[src/rtl/ata_tf_pkg.sv]
// Shared constants and types for the task-file controller.
// Assumes: a 3-bit register offset and byte-wide task-file registers.
package ata_tf_pkg;
    localparam logic [7:0] ST_BSY  = 8'h80;
    localparam logic [7:0] ST_DRDY = 8'h40;
    localparam logic [7:0] ST_DF   = 8'h20;
    localparam logic [7:0] ST_DRQ  = 8'h08;
    localparam logic [7:0] ST_ERR  = 8'h01;

    localparam logic [7:0] OP_DMA_IN   = 8'hC8;
    localparam logic [7:0] OP_DMA_OUT  = 8'hCA;
    localparam logic [7:0] OP_FLUSH    = 8'hE7;
    localparam logic [7:0] OP_IDENTIFY = 8'hEC;

    localparam logic [2:0] OFS_DATA  = 3'd0;
    localparam logic [2:0] OFS_COUNT = 3'd2;
    localparam logic [2:0] OFS_ADR0  = 3'd3;
    localparam logic [2:0] OFS_ADR1  = 3'd4;
    localparam logic [2:0] OFS_ADR2  = 3'd5;
    localparam logic [2:0] OFS_DEV   = 3'd6;
    localparam logic [2:0] OFS_CMD   = 3'd7;

    typedef enum logic [1:0] {
        PH_IDLE  = 2'd0,
        PH_PIO   = 2'd1,
        PH_FLUSH = 2'd2,
        PH_DMA   = 2'd3
    } phase_t;
endpackage

[src/rtl/ata_id_rom.sv]
// Identification word table, computed from parameters rather than stored.
// Assumes: SERIAL is 20 characters and VERSION is 8, with the first
// character in the most significant byte of each string.
module ata_id_rom #(
    parameter int          ID_WORDS = 256,
    parameter int          IDX_W    = $clog2(ID_WORDS),
    parameter logic [159:0] SERIAL  = "TF-UNIT-0001        ",
    parameter logic [63:0]  VERSION = "REV-1.0 "
) (
    input  logic [IDX_W-1:0] idx,
    output logic [15:0]      word
);
    localparam int SER_FIRST = 10;
    localparam int SER_LAST  = SER_FIRST + 9;
    localparam int VER_FIRST = 23;
    localparam int VER_LAST  = VER_FIRST + 3;
    localparam int CACHE_W   = 85;

    // Select the word contents for the current index.
    always_comb begin
        int w;
        w    = int'(idx);
        word = 16'h0000;
        if (w >= SER_FIRST && w <= SER_LAST)
            word = SERIAL[159 - 16*(w - SER_FIRST) -: 16];
        else if (w >= VER_FIRST && w <= VER_LAST)
            word = VERSION[63 - 16*(w - VER_FIRST) -: 16];
        else if (w == CACHE_W)
            word = 16'h0020;
    end
endmodule

[src/rtl/ata_tf_seq.sv]
// Command sequencer: decodes command codes, steps the phase, builds the
// status byte, holds the interrupt and counts identification words.
// Assumes: only one of cmd_we / stat_rd / data_rd is active per cycle.
module ata_tf_seq
    import ata_tf_pkg::*;
#(
    parameter int ID_WORDS = 256,
    parameter int IDX_W    = $clog2(ID_WORDS)
) (
    input  logic             clk,
    input  logic             rst_n,
    input  logic             cmd_we,
    input  logic [7:0]       cmd_code,
    input  logic             stat_rd,
    input  logic             data_rd,
    input  logic             dma_done,
    input  logic             flush_done,
    output logic [7:0]       status,
    output logic             intrq,
    output logic [IDX_W-1:0] word_idx,
    output logic             dma_start,
    output logic             dma_is_read,
    output logic             flush_start,
    output logic             pio_active
);
    localparam logic [IDX_W-1:0] LAST_IDX = IDX_W'(ID_WORDS - 1);

    phase_t phase_q;
    logic   err_q;

    // Phase, error, interrupt and word-index state.
    always_ff @(posedge clk) begin
        if (!rst_n) begin
            phase_q     <= PH_IDLE;
            err_q       <= 1'b0;
            intrq       <= 1'b0;
            word_idx    <= '0;
            dma_start   <= 1'b0;
            dma_is_read <= 1'b0;
            flush_start <= 1'b0;
        end else begin
            dma_start   <= 1'b0;
            flush_start <= 1'b0;
            if (stat_rd)
                intrq <= 1'b0;
            unique case (phase_q)
                PH_IDLE: if (cmd_we) begin
                    err_q <= 1'b0;
                    unique case (cmd_code)
                        OP_DMA_IN, OP_DMA_OUT: begin
                            phase_q     <= PH_DMA;
                            dma_start   <= 1'b1;
                            dma_is_read <= (cmd_code == OP_DMA_IN);
                        end
                        OP_FLUSH: begin
                            phase_q     <= PH_FLUSH;
                            flush_start <= 1'b1;
                        end
                        OP_IDENTIFY: begin
                            phase_q  <= PH_PIO;
                            word_idx <= '0;
                            intrq    <= 1'b1;
                        end
                        default: begin
                            err_q <= 1'b1;
                            intrq <= 1'b1;
                        end
                    endcase
                end
                PH_PIO: if (data_rd) begin
                    word_idx <= word_idx + 1'b1;
                    if (word_idx == LAST_IDX)
                        phase_q <= PH_IDLE;
                end
                PH_FLUSH: if (flush_done) begin
                    phase_q <= PH_IDLE;
                    intrq   <= 1'b1;
                end
                PH_DMA: if (dma_done) begin
                    phase_q <= PH_IDLE;
                    intrq   <= 1'b1;
                end
            endcase
        end
    end

    // Status byte derived from the phase and the error flag.
    always_comb begin
        status = ST_DRDY;
        if (phase_q == PH_FLUSH || phase_q == PH_DMA)
            status = status | ST_BSY;
        if (phase_q == PH_PIO)
            status = status | ST_DRQ;
        if (err_q)
            status = status | ST_ERR;
    end

    // Flag for the read mux: the data port serves table words.
    assign pio_active = (phase_q == PH_PIO);
endmodule

[src/rtl/ata_taskfile_ctrl.sv]
// Task-file register controller top: register file, offset decode and
// read mux around the command sequencer and the identification table.
// Assumes: the host issues at most one access per cycle.
module ata_taskfile_ctrl
    import ata_tf_pkg::*;
#(
    parameter int           ID_WORDS = 256,
    parameter logic [159:0] SERIAL   = "TF-UNIT-0001        ",
    parameter logic [63:0]  VERSION  = "REV-1.0 "
) (
    input  logic        clk,
    input  logic        rst_n,
    input  logic [2:0]  io_addr,
    input  logic        io_wr,
    input  logic        io_rd,
    input  logic [7:0]  io_wdata,
    output logic [15:0] io_rdata,
    output logic        intrq,
    output logic        dma_start,
    output logic        dma_read,
    output logic [23:0] dma_lba,
    output logic [8:0]  dma_count,
    input  logic        dma_done,
    output logic        flush_start,
    input  logic        flush_done
);
    localparam int IDX_W = $clog2(ID_WORDS);

    logic [7:0]       count_q, adr0_q, adr1_q, adr2_q, dev_q;
    logic [7:0]       status_w;
    logic [IDX_W-1:0] idx_w;
    logic [15:0]      rom_word;
    logic             pio_w;
    logic             cmd_we, stat_rd, data_rd, busy;

    // Strobe decode.
    assign cmd_we  = io_wr && (io_addr == OFS_CMD);
    assign stat_rd = io_rd && (io_addr == OFS_CMD);
    assign data_rd = io_rd && (io_addr == OFS_DATA) && pio_w;
    assign busy    = status_w[7];

    // Task-file registers, frozen while busy.
    always_ff @(posedge clk) begin
        if (!rst_n) begin
            count_q <= '0;
            adr0_q  <= '0;
            adr1_q  <= '0;
            adr2_q  <= '0;
            dev_q   <= '0;
        end else if (io_wr && !busy) begin
            unique case (io_addr)
                OFS_COUNT: count_q <= io_wdata;
                OFS_ADR0:  adr0_q  <= io_wdata;
                OFS_ADR1:  adr1_q  <= io_wdata;
                OFS_ADR2:  adr2_q  <= io_wdata;
                OFS_DEV:   dev_q   <= io_wdata;
                default:   ;
            endcase
        end
    end

    // Read mux for the addressed register.
    always_comb begin
        unique case (io_addr)
            OFS_DATA:  io_rdata = pio_w ? rom_word : 16'h0000;
            OFS_COUNT: io_rdata = {8'h00, count_q};
            OFS_ADR0:  io_rdata = {8'h00, adr0_q};
            OFS_ADR1:  io_rdata = {8'h00, adr1_q};
            OFS_ADR2:  io_rdata = {8'h00, adr2_q};
            OFS_DEV:   io_rdata = {8'h00, dev_q};
            OFS_CMD:   io_rdata = {8'h00, status_w};
            default:   io_rdata = 16'h0000;
        endcase
    end

    assign dma_lba   = {adr2_q, adr1_q, adr0_q};
    assign dma_count = (count_q == 8'h00) ? 9'd256 : {1'b0, count_q};

    ata_tf_seq #(.ID_WORDS(ID_WORDS), .IDX_W(IDX_W)) u_seq (
        .clk         (clk),
        .rst_n       (rst_n),
        .cmd_we      (cmd_we),
        .cmd_code    (io_wdata),
        .stat_rd     (stat_rd),
        .data_rd     (data_rd),
        .dma_done    (dma_done),
        .flush_done  (flush_done),
        .status      (status_w),
        .intrq       (intrq),
        .word_idx    (idx_w),
        .dma_start   (dma_start),
        .dma_is_read (dma_read),
        .flush_start (flush_start),
        .pio_active  (pio_w)
    );

    ata_id_rom #(.ID_WORDS(ID_WORDS), .IDX_W(IDX_W),
                 .SERIAL(SERIAL), .VERSION(VERSION)) u_rom (
        .idx  (idx_w),
        .word (rom_word)
    );
endmodule

[config.mk]
export PLATFORM = sky130hd
export DESIGN_NAME = ata_taskfile_ctrl
export DESIGN_NICKNAME = d
export VERILOG_FILES = /design/src/rtl/ata_tf_pkg.sv /design/src/rtl/ata_id_rom.sv /design/src/rtl/ata_tf_seq.sv /design/src/rtl/ata_taskfile_ctrl.sv
export SDC_FILE = /design/constraint.sdc
export NUM_CORES = 1
export LEC_CHECK = 0
export BUFFER_PORTS_ARGS = -buffer_cell sky130_fd_sc_hd__buf_2
export CAP_MARGIN = 20
export CORE_MARGIN = 1.5
export CORE_UTILIZATION = 60
export DETAILED_ROUTE_END_ITERATION = 6
export GPL_TIMING_DRIVEN = 0
export PLACE_DENSITY = 0.85
export RECOVER_POWER = 100
export REMOVE_ABC_BUFFERS = 1
export SLEW_MARGIN = 20
export SYNTH_ARGS = -nofsm -noshare
export SYNTH_HDL_FRONTEND = slang
export SYNTH_SLANG_ARGS = --single-unit
[constraint.sdc]
create_clock -name clk -period 4.85 [get_ports clk]
set_clock_uncertainty 0.05 [all_clocks]
set_input_delay 0.485 -clock clk [delete_from_list [all_inputs] [get_ports clk]]
set_output_delay 0.485 -clock clk [all_outputs]
set_load 0.05 [all_outputs]
After elaboration in Yosys (flattened, before gate mapping)

Index checks and enable logic that the tools add are counted.

Add/subtract/negate cells: 5
Order comparisons: 4
Equal/unequal tests: 22
Shift-type cells: 2
Muxes and demuxes: 29
Reduce and logical (&&, ||, !) cells: 26

Operator list:

| operator                   | count |
|---|---|
| $shiftx 175x32->16 const A | 1 |
| $pmux 16 s7                | 1 |
| $shiftx 79x32->16 const A  | 1 |
| $eq 8x8->1 const B         | 6 |
| $mux 16                    | 3 |
| $mux 8                     | 4 |
| $sub 7x32->32 const A      | 1 |
| $sub 9x32->32 const A      | 1 |
| $le 8x5->1 const B         | 2 |
| $pmux 8 s2                 | 1 |
| $eq 3x3->1 const B         | 4 |
| $reduce_and 2->1           | 6 |
| $mux 2                     | 5 |
| $mux 1                     | 9 |
| $mux 9                     | 1 |
| $sub 8x4->9 const B        | 1 |
| $sub 8x5->9 const B        | 1 |
| $add 8x1->8 const B        | 1 |
| $ge 8x4->1 const B         | 1 |
| $ge 8x5->1 const B         | 1 |
| $logic_not 8->1            | 1 |
| $ne 2x2->1 const B         | 4 |
| $pmux 2 s4                 | 1 |
| $logic_and 1x1->1          | 7 |
| other kinds (20)           | 24 |

Register bits after elaboration: 55
Input bits: 17
Output and inout port bits: 53
Logic and storage cells: 100

Longest topological paths before layout

Gate-level depths: netlist of run 1.

Depth after elaboration: 7
Mapped depth: 10
Mapped depth without buffers: 10

Modules after synthesis

A second synthesis of run 1 with hierarchy kept.

Cell total of the unflattened synthesis: 436
Area, all modules: 3726.1 um2

Modules (own cells, without submodules):

| module            | instances | cells an instance | area an instance (um2) |
|---|---|---|---|
| ata_taskfile_ctrl | 1         | 228               | 2114.5 |
| ata_tf_seq        | 1         | 100               | 854.6 |
| ata_id_rom        | 1         | 108               | 757.0 |

Worst setup path before layout of run 1

OpenSTA, ideal clock, no wires.

Path type: register to output
From: register u_seq.word_idx[1]
To: output io_rdata[2]
Data arrival time: 3319 ps
Required time: 4315 ps
Slack: 996 ps
Cell stages (with the launch flop): 9
Path buffers: 1
Cells stage by stage: dfxtp_1 -> inv_1 -> ha_1 -> buf_4 -> mux2_4 -> a221o_1 -> nor4b_4 -> o21ai_2 -> o31ai_1

Cells in the longest elaborated chain, start to end: 7
Elaborated cells on any way between the ends: 16

RTL lines:

| element                | line                    | source |
|---|---|---|
| start, declared        | ata_tf_seq.sv:20        | `output logic [IDX_W-1:0] word_idx,` |
| start signal, assigned | ata_tf_seq.sv:71        | `word_idx <= word_idx + 1'b1;` |
| $sub 8x5->9            | ata_id_rom.sv:27        | `word = VERSION[63 - 16*(w - VER_FIRST) -: 16];` |
| $sub 7x32->32          | ata_id_rom.sv:27        |  |
| $shiftx 79x32->16      | ata_id_rom.sv:27        |  |
| $mux 16                | ata_id_rom.sv:26        | `else if (w >= VER_FIRST && w <= VER_LAST)` |
| $mux 16 (*)            | ata_id_rom.sv:24        | `if (w >= SER_FIRST && w <= SER_LAST)` |
| $mux 16 (*)            | ata_taskfile_ctrl.sv:65 | `OFS_DATA: io_rdata = pio_w ? rom_word : 16'h0000;` |
| $pmux 16 s7 (*)        | ata_taskfile_ctrl.sv:64 | `unique case (io_addr)` |
| end, declared          | ata_taskfile_ctrl.sv:17 | `output logic [15:0] io_rdata,` |

Every way passes the cells marked *; elsewhere a longest branch is shown, timed or not.

Final worst setup path of run 1

From: register u_seq.word_idx[1]
To: output io_rdata[6]

The elaborated chain is that of the path after synthesis.

==> run summary, run 1 <==
outcome = complete, but fails checks
violated checks = capacitance limit, slew limit
Vias = 3485
final instance area = 4050 um2
Initial Utilization = 0.627
Cell Count, Final, Fillers Out = 558
iteration count of the initial detailed-routing pass = 5
CP Class = reg -> out
CTS Buf Count = 5
Layout Nets = 507
layout cells sized above 1 = 0.108
power per cell area = 209 nW/um2
Post-Synth Simple-Gate Area = 0.264
Core Area = 5990 um2
pin count of the biggest net entering global routing = 52
setup violators final = 0
row count = 28
DR WL/cell = 17.1 um
Distinct cells, synth = 70
Setup crit start kind = flip-flop
synthesized area = 3750 um2
Async S/R FF share, synth = 0
Pint = 0.611 mW
Slew HR = -0.198
Synth Area in Compound Gates = 0.162
worst endpoint data arrival time = 3970 ps
Syn. warnings = 0
Overflow after GRT = 0
Seq/Total Area, Yosys = 0.293
routed wire length = 9520 um
drt initial violations = 339
sw frac = 0.279
XOR/XNOR Fraction of Synth Area = 0.0340
DRC errors left = 0
initial antenna violation count = 0
Post-Synthesis Cells = 446
placed instance count = 550
P_sw = 0.237 mW
Post-synth EDFFs = 0
Comb power frac = 0.138
Peak Freq = 0.222 GHz
mean area per synthesized cell = 8.42 um2
Period Utilization, post-route = 0.928
final hold violation count = 0
Reg power frac = 0.549
Synth Area in Adders = 0.0267
Root Buffer = clkbuf_8
RSZ-0062 raised after global routing = false
I/O Buffers = 68
Critical Path RT = 4320 ps
total global-route track usage = 0.293
max cap viols = 3
Hold Buf Count CTS = 0
Hold Crit Class = in -> reg
portion of total power attributed to the clock network = 0.314
Final HPWL DP = 6870 um
I/O Pins = 70
CTS tree = yes
H-tree Lvls = 2
final count of pins violating max slew = 27
P_leak = 1.47 nW
post_cts resized = 0
Layout area overhead = 7.86%
die height = 82.1 um
CP max FO = 18
first-pass GRT wire length = 15300 um
Clock Tree Buf Depth = 2
via-per-instance ratio = 6.25
Final Power = 0.848 mW
ys flop type = dfxtp_1
# diodes = 0
Die Wd = 82.1 um
Worst VDD drop = 0.216 mV
CP Capture Type = output port
Least-Margin Pin Slew = 1780 ps
Post-DP Area = 4020 um2
placer congestion estimate = 0.866
setup TNS = 0 ps
Yosys reg bits = 55
vias in the first global route = 3141
Tmin final = 4500 ps
mux share of post-synthesis cell area = 0.164
Skew-Pair Late Insertion Delay = 300 ps
Die Footprint = 6740 um2
main combinational cell family by area after synthesis = simple AND/OR/NAND/NOR gates
clock transition at the registers of the reported paths = 100 ps
total setup buffers inserted after CTS = 0
Post-DRT Antenna Nets = 0
Clock Sinks = 55
## cells in the final DEF, fill, tap and decap left out, types with 3 or more instances in the layout
master / n
dfxtp_1: 55
and2_0: 3
buf_2: 16
a21boi_0: 4
xnor2_1: 11
nand2_1: 29
o211ai_1: 3
o221ai_1: 3
o31ai_1: 7
inv_1: 8
nor2_1: 22
clkbuf_2: 12
o21ai_0: 23
or3_1: 4
clkbuf_8: 6
clkbuf_1: 41
ha_1: 8
and3_1: 4
nor4_1: 9
o21bai_1: 3
mux2i_1: 52
nor2b_1: 51
nand2b_1: 8
a21oi_1: 13
nand4_1: 5
a22o_1: 3
a22oi_1: 6
nor3_1: 10
mux2_2: 5
nand3_1: 11
or4_1: 3
## path summary, 6_finish.rpt
| check | start | slack [ps] | endpoint | cells past startpoint |
|---|---|---|---|---|
| worst max-delay path | u_seq.word_idx[1]$_SDFFE_PN0P_ | 350 | io_rdata[6] | 9 |
| worst min register to register | u_seq.dma_is_read$_SDFFE_PN0P_ | 470 | u_seq.dma_is_read$_SDFFE_PN0P_ | 2 |
| worst max register to register | u_seq.phase_q[1]$_SDFFE_PN0P_ | 2110 | dev_q[6]$_SDFFE_PN0P_ | 4 |
| worst min-delay path | io_wdata[3] | 430 | u_seq.flush_start$_SDFF_PN0_ | 2 |
## sequential cells by signal (all words and copies together) (netlist names)
signal	count
adr0_q	8
count_q	8
u_seq.err_q	1
u_seq.phase_q	2
u_seq.word_idx	8
dev_q	8
u_seq.dma_start	1
u_seq.intrq	1
u_seq.dma_is_read	1
u_seq.flush_start	1
adr2_q	8
adr1_q	8
## cells in the mapped netlist (2+ instances only)
master | n | area share
nand2b_1 | 8 | 0.013
and3_1 | 4 | 0.0067
nor4_1 | 9 | 0.015
xnor2_1 | 11 | 0.026
o211ai_1 | 3 | 0.0060
o31ai_1 | 7 | 0.014
and2_1 | 4 | 0.0067
a32o_1 | 2 | 0.0053
nand3_1 | 11 | 0.015
clkbuf_1 | 28 | 0.028
mux2i_1 | 52 | 0.14
o2111ai_1 | 2 | 0.0047
inv_1 | 8 | 0.0080
o21bai_1 | 3 | 0.0060
a22o_1 | 3 | 0.0070
ha_1 | 8 | 0.027
nor3_1 | 7 | 0.0093
buf_2 | 6 | 0.0080
a211oi_1 | 2 | 0.0040
nand3b_1 | 2 | 0.0040
buf_4 | 2 | 0.0040
dfxtp_1 | 55 | 0.29
nand4_1 | 5 | 0.0083
or3_1 | 4 | 0.0067
a31oi_1 | 2 | 0.0033
a21boi_0 | 3 | 0.0060
a22oi_1 | 6 | 0.012
o21a_1 | 2 | 0.0040
nor2_1 | 22 | 0.022
o21ai_0 | 23 | 0.031
buf_1 | 2 | 0.0020
mux2_2 | 5 | 0.015
o221ai_1 | 3 | 0.0070
nor3b_1 | 2 | 0.0040
a21oi_1 | 13 | 0.017
nor2b_1 | 51 | 0.085
or4_1 | 3 | 0.0060
nor3_2 | 3 | 0.0080
nand2_1 | 29 | 0.029
## cell type report
class / count / area (um2)
multi-input cells: 342 / 2430
fillers: 524 / 1940
flip-flops and latches: 55 / 1100
repair buffers: 68 / 290
well taps: 75 / 93.8
clock buffers: 7 / 86.3
inverters: 10 / 37.5
clock inverters: 1 / 8.76
## per-stage QoR
stage	setup slack, ps	utilization	hold WS, ps
floorplan	722	-	427
global placement	859	0.671	437
detailed placement	862	0.671	445
CTS	522	0.687	416
global route	123	0.676	425
finish	348	0.676	427
## power groups by stage
stage / combinational, mW / sequential, mW / clock [mW]
CTS: 0.118 / 0.465 / 0.268
floorplan: 0.0526 / 0.495 / 0
global placement: 0.115 / 0.475 / 0
finish: 0.117 / 0.465 / 0.266
detailed placement: 0.118 / 0.475 / 0
global route: 0.123 / 0.466 / 0.294
## kinds of logic after synthesis
group           after synthesis
compound gates               88
xor+xnor                     13
fa+ha+maj                     8
buf+inv                      49
flops                        55
mux                          59
other cells                   1
simple gates                173
## per-layer routing
metal	GRT usage	vias up	part of all wire
li1	-	1663	-
met2	0.489	135	0.49
met5	0	-	0
met4	0.0780	0	0.020
met1	0.387	1670	0.44
met3	0.0560	17	0.051
## worst max-delay path: stages, from the launching register on
cell,delay [ps]
dfxtp_1,730
inv_1,310
ha_1,710
nand2b_1,180
a21oi_1,80
a221o_1,320
nor4b_4,530
o21ai_2,130
o31ai_1,330
clkbuf_2,340
Power figures use the tool's default switching activity.
==> inputs of run 2 (changes only) <==
- BUFFER_PORTS_ARGS: -buffer_cell sky130_fd_sc_hd__buf_2 -> -buffer_cell sky130_fd_sc_hd__buf_4
==> run 2 against run 1 <==
The flow still finishes with violations (capacitance limit, slew limit). Routed wire length up 3.1%. Power up 7.6%. Combinational power up 3%. Via count down 1.2%. Critical endpoint unchanged. Largest power group unchanged. Highest routed layer unchanged.
==> run summary, run 2 (synthesis gave the netlist of run 1 again) <==
outcome = complete, but fails checks
violated checks = capacitance limit, slew limit
post_cts resized = 0 (unchanged)
first-pass GRT wire length = 16100 um (+5.4%)
placer congestion estimate = 0.842 (-2.8%)
layout cells sized above 1 = 0.110 (+0.00207)
Crit-path slowest cell = dfxtp_1
P_sw = 0.245 mW (+3.4%)
I/O Buffers = 68 (unchanged)
Hold Path End = u_seq.flush_start$_SDFF_PN0_
CP Class = reg -> out
Critical Path RT = 4320 ps (about the same)
# diodes = 0 (unchanged)
total global-route track usage = 0.310 (+0.0163)
met3 WL = 507 um (+3.5%)
setup violators final = 0 (unchanged)
Final Power = 0.912 mW (+7.6%)
DRC errors left = 0 (unchanged)
CP max FO = 18 (unchanged)
Reg power frac = 0.510 (-0.039)
Cell Count, Final, Fillers Out = 558 (unchanged)
Fill cells = 528 (+0.76%)
post-layout util = 0.687 (+0.0107)
Initial Utilization = 0.627 (unchanged)
pin count of the biggest net entering global routing = 52 (unchanged)
CTS Buf Count = 5 (unchanged)
clock transition at the registers of the reported paths = 100 ps (about the same)
I/O Pins = 70 (unchanged)
initial antenna violation count = 0 (unchanged)
Layout Nets = 507 (unchanged)
top routing layer in use = met4
Die Footprint = 6740 um2 (unchanged)
Reg2Reg Depth = 4 (unchanged)
Hold Path Depth = 2 (unchanged)
final count of pins violating max slew = 55 (+100%)
Skew-Pair Late Insertion Delay = 310 ps (about the same)
Worst VDD drop = 0.179 mV (-17%)
P_leak = 1.50 nW (+2.0%)
Hold Buf Count CTS = 0 (unchanged)
Reg-to-Reg Start = u_seq.phase_q[1]$_SDFFE_PN0P_
max cap viols = 4 (+1)
Pint = 0.668 mW (+9.2%)
Period Utilization, post-route = 0.922 (-0.00584)
iteration count of the initial detailed-routing pass = 7 (+2)
H-tree Lvls = 2 (unchanged)
Die Wd = 82.1 um (unchanged)
Least-Margin Pin Slew = 1770 ps (-13.5 ps)
RSZ-0062 raised after global routing = false
drt initial violations = 267 (-21%)
Setup crit start kind = flip-flop
WL met1 = 4350 um (+3.4%)
hold_ws = 372 ps (-55.7 ps)
CP Capture Type = output port
portion of total power attributed to the clock network = 0.357 (+0.043)
CTS tree = yes
Core Area = 5990 um2 (unchanged)
Peak Freq = 0.224 GHz (+0.63%)
worst endpoint data arrival time = 3940 ps (-30 ps)
Final HPWL DP = 6990 um (+1.8%)
Vias = 3442 (-1.2%)
routed wire length = 9820 um (+3.1%)
placed instance count = 550 (unchanged)
crit-path cells = inv_1, ha_1, nand2b_1, a21oi_1, a221o_1, nor4b_4, o21ai_2, o31ai_1, clkbuf_2
total setup buffers inserted after CTS = 0 (unchanged)
via-per-instance ratio = 6.17 (-1.2%)
commonest cells after routing, fill and taps aside = dfxtp_1, mux2i_1, nor2b_1
Critical Path Max Stage Delay = 750 ps (+20 ps)
setup TNS = 0 ps (unchanged)
Clock Tree Buf Depth = 2 (unchanged)
Root Buffer = clkbuf_8
power per cell area = 222 nW/um2 (+5.9%)
Hold Crit Class = in -> reg
vias in the first global route = 3159 (+0.57%)
Tmin final = 4470 ps (-28.3 ps)
DR WL met2 = 4860 um (+4.9%)
Layout area overhead = 9.56%
Overflow after GRT = 0 (unchanged)
Worst R2R Setup Slack = 2140 ps (+30 ps)
DR WL/cell = 17.6 um (+3.1%)
commonest non-fill, non-tap cell in the layout = dfxtp_1
Comb power frac = 0.133 (-0.005)
Hold Crit Start = io_wdata[3]
final hold violation count = 0 (unchanged)
sw frac = 0.268 (-0.0109)
Clock Sinks = 55 (unchanged)
die height = 82.1 um (unchanged)
row count = 28 (unchanged)
crit path launch = u_seq.word_idx[1]$_SDFFE_PN0P_
worst reg2reg path endpoint = adr1_q[4]$_SDFFE_PN0P_
Slew HR = -0.189 (+0.00910)
Post-DRT Antenna Nets = 0 (unchanged)
run 2: worst max path at each step:
stage / endpoint / slack, ps
after floorplan: io_rdata[2] / 720
after global placement: io_rdata[6] / 880
after detailed placement: io_rdata[6] / 850
after CTS: io_rdata[6] / 500
after global routing: io_rdata[8] / 90
final: io_rdata[6] / 380
run 2: worst max-delay path: cells and delay by family (launching register included):
family	cells	cell delay [ps]
AND/OR/NAND/NOR	2	720
buffers and inverters	2	630
flip-flops	1	750
AO/OA/AOI/OAI	4	810
adder cells (fa/ha/maj)	1	710
run 2: stage by stage:
| stage | area, um2 | setup WS (ps) |
|---|---|---|
| floorplan | 3590 | 722 |
| CTS | 4310 | 498 |
| global placement | 4190 | 883 |
| detailed placement | 4190 | 850 |
| finish | 4110 | 376 |
| global route | 4110 | 93.0 |
run 2: final cells by class:
| cell class | count | area (um2) | area share |
|---|---|---|---|
| clock buffers | 6 | 82.6 | 0.0201 |
| clock inverters | 2 | 38.8 | 0.00943 |
| inverters | 10 | 37.5 | 0.00912 |
| multi-input cells | 342 | 2430 | 0.590 |
| flip-flops and latches | 55 | 1100 | 0.268 |
| well taps | 75 | 93.8 | 0.0228 |
| repair buffers | 68 | 334 | 0.0812 |
run 2: power groups by stage:
stage               Combinational [mW]  Clock (mW)  Sequential, mW
floorplan                       0.0526           0           0.495
global placement                 0.125           0           0.476
detailed placement               0.126           0           0.476
CTS                              0.127       0.328           0.466
global route                     0.128       0.351           0.466
finish                           0.121       0.326           0.465
run 2: routing by layer:
| metal | track usage | vias up |
|---|---|---|
| met4 | 0.0542 | 0 |
| met2 | 0.514 | 122 |
| met5 | 0 | - |
| met3 | 0.0626 | 11 |
| li1 | - | 1662 |
| met1 | 0.420 | 1647 |
